===== config.mk =====
export PLATFORM = sky130hd
export DESIGN_NAME = dma_addr_gen
export DESIGN_NICKNAME = d
export VERILOG_FILES = /design/src/rtl/dmaag_pkg.sv /design/src/rtl/dmaag_align_chk.sv /design/src/rtl/dmaag_step.sv /design/src/rtl/dmaag_side.sv /design/src/rtl/dma_addr_gen.sv
export SDC_FILE = /design/constraint.sdc
export NUM_CORES = 1
export LEC_CHECK = 0
export BUFFER_PORTS_ARGS = -buffer_cell sky130_fd_sc_hd__clkbuf_2
export CAP_MARGIN = 40
export CELL_PAD_IN_SITES_DETAIL_PLACEMENT = 1
export CELL_PAD_IN_SITES_GLOBAL_PLACEMENT = 1
export CORE_UTILIZATION = 41
export CTS_BUF_LIST = sky130_fd_sc_hd__clkbuf_8
export DETAILED_ROUTE_END_ITERATION = 8
export PLACE_DENSITY = 0.82
export SYNTH_ARGS = -nofsm -noshare
export SYNTH_HDL_FRONTEND = slang
export SYNTH_SLANG_ARGS = --single-unit

===== constraint.sdc =====
create_clock -name clk -period 6.32 [get_ports clk]
set_input_delay 1.264 -clock clk [delete_from_list [all_inputs] [get_ports clk]]
set_output_delay 1.264 -clock clk [all_outputs]
set_load 0.01 [all_outputs]

===== src/rtl/dmaag_pkg.sv =====
package dmaag_pkg;
  localparam int MODW = 5;
  localparam int ALIGNW = 5;

  typedef enum logic [2:0] {
    SZ_B1 = 3'd0, SZ_B2 = 3'd1, SZ_B4 = 3'd2, SZ_RSV3 = 3'd3,
    SZ_B16 = 3'd4, SZ_B32 = 3'd5, SZ_RSV6 = 3'd6, SZ_RSV7 = 3'd7
  } xfer_sz_e;

  typedef struct packed {
    logic addr_err;
    logic off_err;
    logic size_err;
  } err_t;

  function automatic logic size_valid(input logic [2:0] code);
    case (xfer_sz_e'(code))
      SZ_B1, SZ_B2, SZ_B4, SZ_B16, SZ_B32: return 1'b1;
      default: return 1'b0;
    endcase
  endfunction

  // low-bit mask that must be zero for an aligned value
  function automatic logic [ALIGNW-1:0] size_low_mask(input logic [2:0] code);
    case (xfer_sz_e'(code))
      SZ_B2:   return 5'b00001;
      SZ_B4:   return 5'b00011;
      SZ_B16:  return 5'b01111;
      SZ_B32:  return 5'b11111;
      default: return 5'b00000;
    endcase
  endfunction
endpackage


===== src/rtl/dmaag_align_chk.sv =====
module dmaag_align_chk
  import dmaag_pkg::*;
(
  input  logic [ALIGNW-1:0] start_lo,
  input  logic [ALIGNW-1:0] off_lo,
  input  logic [2:0]        size,
  output err_t              chk
);
  logic             valid;
  logic [ALIGNW-1:0] m;

  always_comb begin
    valid        = size_valid(size);
    m            = size_low_mask(size);
    chk.size_err = !valid;
    chk.addr_err = valid && |(start_lo & m);
    chk.off_err  = valid && |(off_lo & m);
  end
endmodule


===== src/rtl/dmaag_step.sv =====
module dmaag_step
  import dmaag_pkg::*;
#(
  parameter int AW = 32,
  parameter int OW = 16,
  parameter int MW = 20
) (
  input  logic [AW-1:0]   cur,
  input  logic            acc,
  input  logic            minor,
  input  logic            major,
  input  logic [OW-1:0]   off,
  input  logic [MODW-1:0] mod,
  input  logic [MW-1:0]   mloff,
  input  logic            mloff_en,
  input  logic [AW-1:0]   last,
  output logic [AW-1:0]   win,
  output logic [AW-1:0]   after_acc,
  output logic [AW-1:0]   after_minor,
  output logic [AW-1:0]   nxt
);
  localparam logic [AW-1:0] ONE = {{(AW-1){1'b0}}, 1'b1};

  function automatic logic [AW-1:0] win_mask(input logic [MODW-1:0] n);
    if (n == '0 || int'(n) >= AW) return '1;
    return (ONE << n) - ONE;
  endfunction

  function automatic logic [AW-1:0] merge(input logic [AW-1:0] old_a,
                                          input logic [AW-1:0] sum,
                                          input logic [AW-1:0] m);
    return (old_a & ~m) | (sum & m);
  endfunction

  function automatic logic [AW-1:0] sext_off(input logic [OW-1:0] v);
    return {{(AW-OW){v[OW-1]}}, v};
  endfunction

  function automatic logic [AW-1:0] sext_ml(input logic [MW-1:0] v);
    return {{(AW-MW){v[MW-1]}}, v};
  endfunction

  always_comb begin
    win         = win_mask(mod);
    after_acc   = acc ? merge(cur, cur + sext_off(off), win) : cur;
    after_minor = (minor && mloff_en) ? after_acc + sext_ml(mloff) : after_acc;
    nxt         = major ? after_minor + last : after_minor;
  end
endmodule


===== src/rtl/dmaag_side.sv =====
module dmaag_side
  import dmaag_pkg::*;
#(
  parameter int AW = 32,
  parameter int OW = 16,
  parameter int MW = 20
) (
  input  logic            clk,
  input  logic            rst_n,
  input  logic            load,
  input  logic [AW-1:0]   start,
  input  logic [OW-1:0]   off,
  input  logic [2:0]      size,
  input  logic [MODW-1:0] mod,
  input  logic [AW-1:0]   last,
  input  logic            mloff_en,
  input  logic [MW-1:0]   mloff,
  input  logic            acc,
  input  logic            minor,
  input  logic            major,
  output logic [AW-1:0]   addr,
  output err_t            err
);
  logic [AW-1:0]   addr_q, last_q;
  logic [OW-1:0]   off_q;
  logic [MODW-1:0] mod_q;
  logic [MW-1:0]   ml_q;
  logic            en_q;
  err_t            err_q, chk_err;
  logic            any_err;
  logic            upd_en;
  logic [AW-1:0]   win, after_acc, after_minor, nxt;

  dmaag_align_chk u_chk (
    .start_lo (start[ALIGNW-1:0]),
    .off_lo   (off[ALIGNW-1:0]),
    .size     (size),
    .chk      (chk_err)
  );

  dmaag_step #(.AW(AW), .OW(OW), .MW(MW)) u_step (
    .cur         (addr_q),
    .acc         (acc),
    .minor       (minor),
    .major       (major),
    .off         (off_q),
    .mod         (mod_q),
    .mloff       (ml_q),
    .mloff_en    (en_q),
    .last        (last_q),
    .win         (win),
    .after_acc   (after_acc),
    .after_minor (after_minor),
    .nxt         (nxt)
  );

  assign any_err = |err_q;
  assign upd_en  = !load && !any_err;

  always_ff @(posedge clk or negedge rst_n) begin
    if (!rst_n) begin
      addr_q <= '0;
      last_q <= '0;
      off_q  <= '0;
      mod_q  <= '0;
      ml_q   <= '0;
      en_q   <= 1'b0;
      err_q  <= '0;
    end else if (load) begin
      addr_q <= start;
      last_q <= last;
      off_q  <= off;
      mod_q  <= mod;
      ml_q   <= mloff;
      en_q   <= mloff_en;
      err_q  <= chk_err;
    end else if (upd_en) begin
      addr_q <= nxt;
    end
  end

  assign addr = addr_q;
  assign err  = err_q;


  load_take_chk: assert property (@(posedge clk) disable iff (!rst_n)
    load |=> (addr == $past(start)) && (err == $past(chk_err)));


  size_code_chk: assert property (@(posedge clk) disable iff (!rst_n)
    load |=> err.size_err == !size_valid($past(size)));


  err_sticky_chk: assert property (@(posedge clk) disable iff (!rst_n)
    (!load && any_err) |=> err == $past(err));


  frozen_addr_chk: assert property (@(posedge clk) disable iff (!rst_n)
    (!load && any_err) |=> $stable(addr));


  idle_hold_chk: assert property (@(posedge clk) disable iff (!rst_n)
    (!load && !acc && !minor && !major) |=> $stable(addr));


  window_keep_chk: assert property (@(posedge clk) disable iff (!rst_n)
    (upd_en && acc && !minor && !major) |=> ((addr ^ $past(addr)) & ~$past(win)) == '0);
endmodule


===== src/rtl/dma_addr_gen.sv =====
module dma_addr_gen
  import dmaag_pkg::*;
#(
  parameter int AW = 32,
  parameter int OW = 16,
  parameter int MW = 20
) (
  input  logic          clk,
  input  logic          rst_n,
  input  logic          load,
  input  logic [AW-1:0] src_start,
  input  logic [OW-1:0] src_off,
  input  logic [2:0]    src_size,
  input  logic [4:0]    src_mod,
  input  logic [AW-1:0] src_last,
  input  logic          src_mloff_en,
  input  logic [AW-1:0] dst_start,
  input  logic [OW-1:0] dst_off,
  input  logic [2:0]    dst_size,
  input  logic [4:0]    dst_mod,
  input  logic [AW-1:0] dst_last,
  input  logic          dst_mloff_en,
  input  logic [MW-1:0] mloff,
  input  logic          rd_done,
  input  logic          wr_done,
  input  logic          minor_done,
  input  logic          major_done,
  output logic [AW-1:0] src_addr,
  output logic [AW-1:0] dst_addr,
  output logic          src_addr_err,
  output logic          src_off_err,
  output logic          src_size_err,
  output logic          dst_addr_err,
  output logic          dst_off_err,
  output logic          dst_size_err
);
  localparam int NSIDE = 2;

  logic [NSIDE-1:0][AW-1:0]   start_v, last_v, addr_v;
  logic [NSIDE-1:0][OW-1:0]   off_v;
  logic [NSIDE-1:0][2:0]      size_v;
  logic [NSIDE-1:0][MODW-1:0] mod_v;
  logic [NSIDE-1:0]           en_v, acc_v;
  err_t                       err_v [NSIDE];

  // index 0 is the source side, index 1 the destination side
  assign start_v = {dst_start, src_start};
  assign last_v  = {dst_last, src_last};
  assign off_v   = {dst_off, src_off};
  assign size_v  = {dst_size, src_size};
  assign mod_v   = {dst_mod, src_mod};
  assign en_v    = {dst_mloff_en, src_mloff_en};
  assign acc_v   = {wr_done, rd_done};

  for (genvar gs = 0; gs < NSIDE; gs++) begin : g_side
    dmaag_side #(.AW(AW), .OW(OW), .MW(MW)) u_side (
      .clk      (clk),
      .rst_n    (rst_n),
      .load     (load),
      .start    (start_v[gs]),
      .off      (off_v[gs]),
      .size     (size_v[gs]),
      .mod      (mod_v[gs]),
      .last     (last_v[gs]),
      .mloff_en (en_v[gs]),
      .mloff    (mloff),
      .acc      (acc_v[gs]),
      .minor    (minor_done),
      .major    (major_done),
      .addr     (addr_v[gs]),
      .err      (err_v[gs])
    );
  end

  assign src_addr     = addr_v[0];
  assign dst_addr     = addr_v[1];
  assign src_addr_err = err_v[0].addr_err;
  assign src_off_err  = err_v[0].off_err;
  assign src_size_err = err_v[0].size_err;
  assign dst_addr_err = err_v[1].addr_err;
  assign dst_off_err  = err_v[1].off_err;
  assign dst_size_err = err_v[1].size_err;
endmodule


==> flow_metrics.env <==
export IMPL_final_core_utilization_pct=57.6
export IMPL_power_frac_comb_pct=75.6
export IMPL_io_buffers=274
export IMPL_ir_drop_mv=0.242
export IMPL_routabilityCongestion=0.946
export IMPL_syn_cell_area_um2=20700
export IMPL_critPathKind="reg2reg"
export IMPL_grt_pass1_wl_mm=136
export IMPL_fin_ws_ps=-355
export IMPL_crit_path_top_delay_cell="or3_4"
export IMPL_clock_sinks=198
export IMPL_arrival_ps=7180
export IMPL_slew_violations=0
export IMPL_synth_flop_cell="dfrtp_1"
export IMPL_clkLatencyLatePin_ps=650
export IMPL_dieArea_um2=51400
export IMPL_core_area_um2=50000
export IMPL_grt_overflow_total=0
export IMPL_hold_viol_final=0
export IMPL_final_min_clock_period_ps=6670
export IMPL_drcViolationCount=0
export IMPL_failed_checks="setup timing"
export IMPL_status="finished, violations left"
export IMPL_fp_dieW_um=227
export IMPL_p_int_uw=5740
export IMPL_dieHeight_um=227
export IMPL_max_cap_violations=0
export IMPL_ioPinCount=275
export IMPL_required_ps=6830
export IMPL_first_pass_iters=5
export IMPL_root_buffer="clkbuf_8"
export IMPL_vias_per_cell=6.11
export IMPL_synth_seq_area_share_pct=23.9
export IMPL_worst_slew_pin_slew_ps=1040
export IMPL_p_clk_share_pct=9.5
export IMPL_ys_seq_elements=198
export IMPL_dpl_cell_count=3786
export IMPL_grt_max_degree=103
export IMPL_fp_row_count=82
export IMPL_vias=23758
export IMPL_wl_per_cell_um=24.3
export IMPL_antenna_found_initial=0
export IMPL_slew_headroom_pct=30.9
export IMPL_numCtsBuffers=17
export IMPL_antenna_cells=0
export IMPL_synthArstFlopShare_pct=100
export IMPL_syn_nets=2918
export IMPL_initial_utilization_pct=41.5
export IMPL_final_cell_mix="buf_4 (486), clkbuf_2 (272), nand2_1 (229)"
export IMPL_cts_tree="done"
export IMPL_max_stage_delay_ps=430
export IMPL_ctsHoldBuffers=0
export IMPL_seqPwrFrac_pct=14.9
export IMPL_power_leakage_uw=0.0133
export IMPL_worstSetupEndpointType="flip-flop"
export IMPL_area_delta_synth_final_pct=39.0
export IMPL_cts_clk_slew_worst_paths_ps=140
export IMPL_switching_share_pct=47.5
export IMPL_avgSynthCellArea_um2=8.24
export IMPL_synth_edf_count=0
export IMPL_grt_use_total_pct=34.4
export IMPL_syn_inst=2515
export IMPL_instances_no_fill=3888
export IMPL_fin_nets=3606
export IMPL_final_layout_size_suffix_gt1_share_pct=40.3
export IMPL_whs_ps=453
export IMPL_total_power_uw=10900
export IMPL_htree_levels=4
export IMPL_cp_start_kind="flip-flop"
export IMPL_rsz0062_at_grt="true"
export IMPL_drt_iter0_drc=1627
export IMPL_power_switching_uw=5190
export IMPL_grt_pass1_vias=24101
export IMPL_fin_crit_sh_pct=106
export IMPL_p_per_area_nw_per_um2=380
export IMPL_hold_class="in2async"
export IMPL_finalSetupViolCount=19
export IMPL_ys_warn_count=0
export IMPL_wl_mm=94.5
export IMPL_final_common_cell="buf_4"
export IMPL_antenna_left=0
export IMPL_yosysUniqueCellTypes=93
export IMPL_hpwl_mm=67.5
export IMPL_cp_max_fo=4
export IMPL_finClkSkew_ps=43.6
export IMPL_max_clock_path_buffers=2
export IMPL_max_freq_mhz=150
## cell families (layout without fill, tap and decap cells)
kind of cell / after synthesis / count (layout) / synth area share [%]
AND/OR/NAND/NOR: 711 / 711 / 16.3
multiplexers: 182 / 182 / 9.81
AO/OA/AOI/OAI: 898 / 898 / 28.4
flip-flops: 198 / 198 / 23.9
XOR/XNOR: 143 / 143 / 6.05
buffers and inverters: 185 / 886 / 3.36
adder cells (fa/ha/maj): 198 / 198 / 12.2
## registers in the layout, indices dropped and copies added, names as in the netlist
register,flops
g_side.u_side.ml_q,20
g_side.u_side.off_q,32
g_side.u_side.last_q,64
g_side.u_side.en_q,2
g_side.u_side.addr,64
g_side.u_side.err,6
g_side.u_side.mod_q,10
## worst max-delay path, delay by kind of cell (launching register included)
| family | cells | cell delay, ps |
|---|---|---|
| flip-flops | 1 | 400 |
| XOR/XNOR | 3 | 360 |
| AO/OA/AOI/OAI | 14 | 3070 |
| AND/OR/NAND/NOR | 4 | 990 |
| adder cells (fa/ha/maj) | 3 | 670 |
| multiplexers | 2 | 590 |
| buffers and inverters | 3 | 480 |
## routing by layer
metal	routed length (µm)	GRT usage [%]	part of all wire [%]	up-vias
met5	0	0	0	-
met4	4690	16.3	5.0	0
met3	4660	4.06	4.9	296
met2	45500	57.4	48	839
met1	39700	44.0	42	11912
li1	-	-	-	10711
## power groups by stage
| stage | Sequential (µW) | Clock (µW) | Combinational, µW |
|---|---|---|---|
| global placement | 1630 | 0 | 6360 |
| finish | 1630 | 1040 | 8260 |
| floorplan | 1620 | 0 | 3970 |
| CTS | 1620 | 1050 | 7220 |
| global route | 1650 | 1080 | 8780 |
| detailed placement | 1640 | 0 | 6690 |
## worst paths after layout
kind / from / to / slack [ps] / depth (start not counted)
worst max-delay path: g_side[1].u_side.off_q[0] / g_side[1].u_side.addr[24] / -350 / 29
worst min register to register: g_side[0].u_side.off_q[11] / g_side[0].u_side.off_q[11] / 530 / 1
worst min-delay path: rst_n / g_side[0].u_side.addr[2] / 450 / 1
min in group clk: g_side[0].u_side.off_q[11] / g_side[0].u_side.off_q[11] / 530 / 1
max in group asynchronous: rst_n / g_side[1].u_side.addr[24] / 4910 / 2
worst max register to register: g_side[1].u_side.off_q[0] / g_side[1].u_side.addr[24] / -350 / 29
## through the flow
| step | setup slack [ps] | TNS [ps] | area [µm²] |
|---|---|---|---|
| 2_1_floorplan | -40.2 | -40.2 | 20900 |
| 3_3_place_gp | -523 | -3340 | 26000 |
| 3_5_place_dp | -693 | -8230 | 26000 |
| 4_1_cts | -294 | -1130 | 27500 |
| 5_1_grt | -618 | -8740 | 28800 |
| 6_report | -355 | -3280 | 28800 |
## cell type report
cell class	count	area, µm²
fill	5966	21200
multi-input combinational	2132	16900
timing repair buffer	784	5380
sequential	198	4950
tap	672	841
inverter	70	263
clock buffer	17	234
clock inverter	15	218
## synthesized netlist by cell type (31+ instances only)
master	number	area share [%]
xor2_1	63	2.7
xnor2_1	80	3.4
mux2_2	161	8.8
o21ai_0	195	4.7
o21ai_1	34	0.82
ha_1	192	12
clkbuf_1	108	2.0
nor3_1	43	1.0
a21o_1	95	3.4
nand3_1	44	1.1
a21oi_1	234	5.7
nand2_1	239	4.3
a211oi_1	52	1.9
nor2_1	183	3.3
inv_1	69	1.3
o21a_1	38	1.4
o21bai_1	31	1.1
nand2b_1	39	1.2
dfrtp_1	198	24
## timing repair
| action | 4_1_cts | 5_1_grt |
|---|---|---|
| gates resized for setup | 174 | 213 |
| endpoints found under the setup margin | 32 | 39 |
| buffers inserted | 39 | 38 |
| pin swaps | 125 | 184 |
No activity file was read; power rests on OpenSTA's default activity.
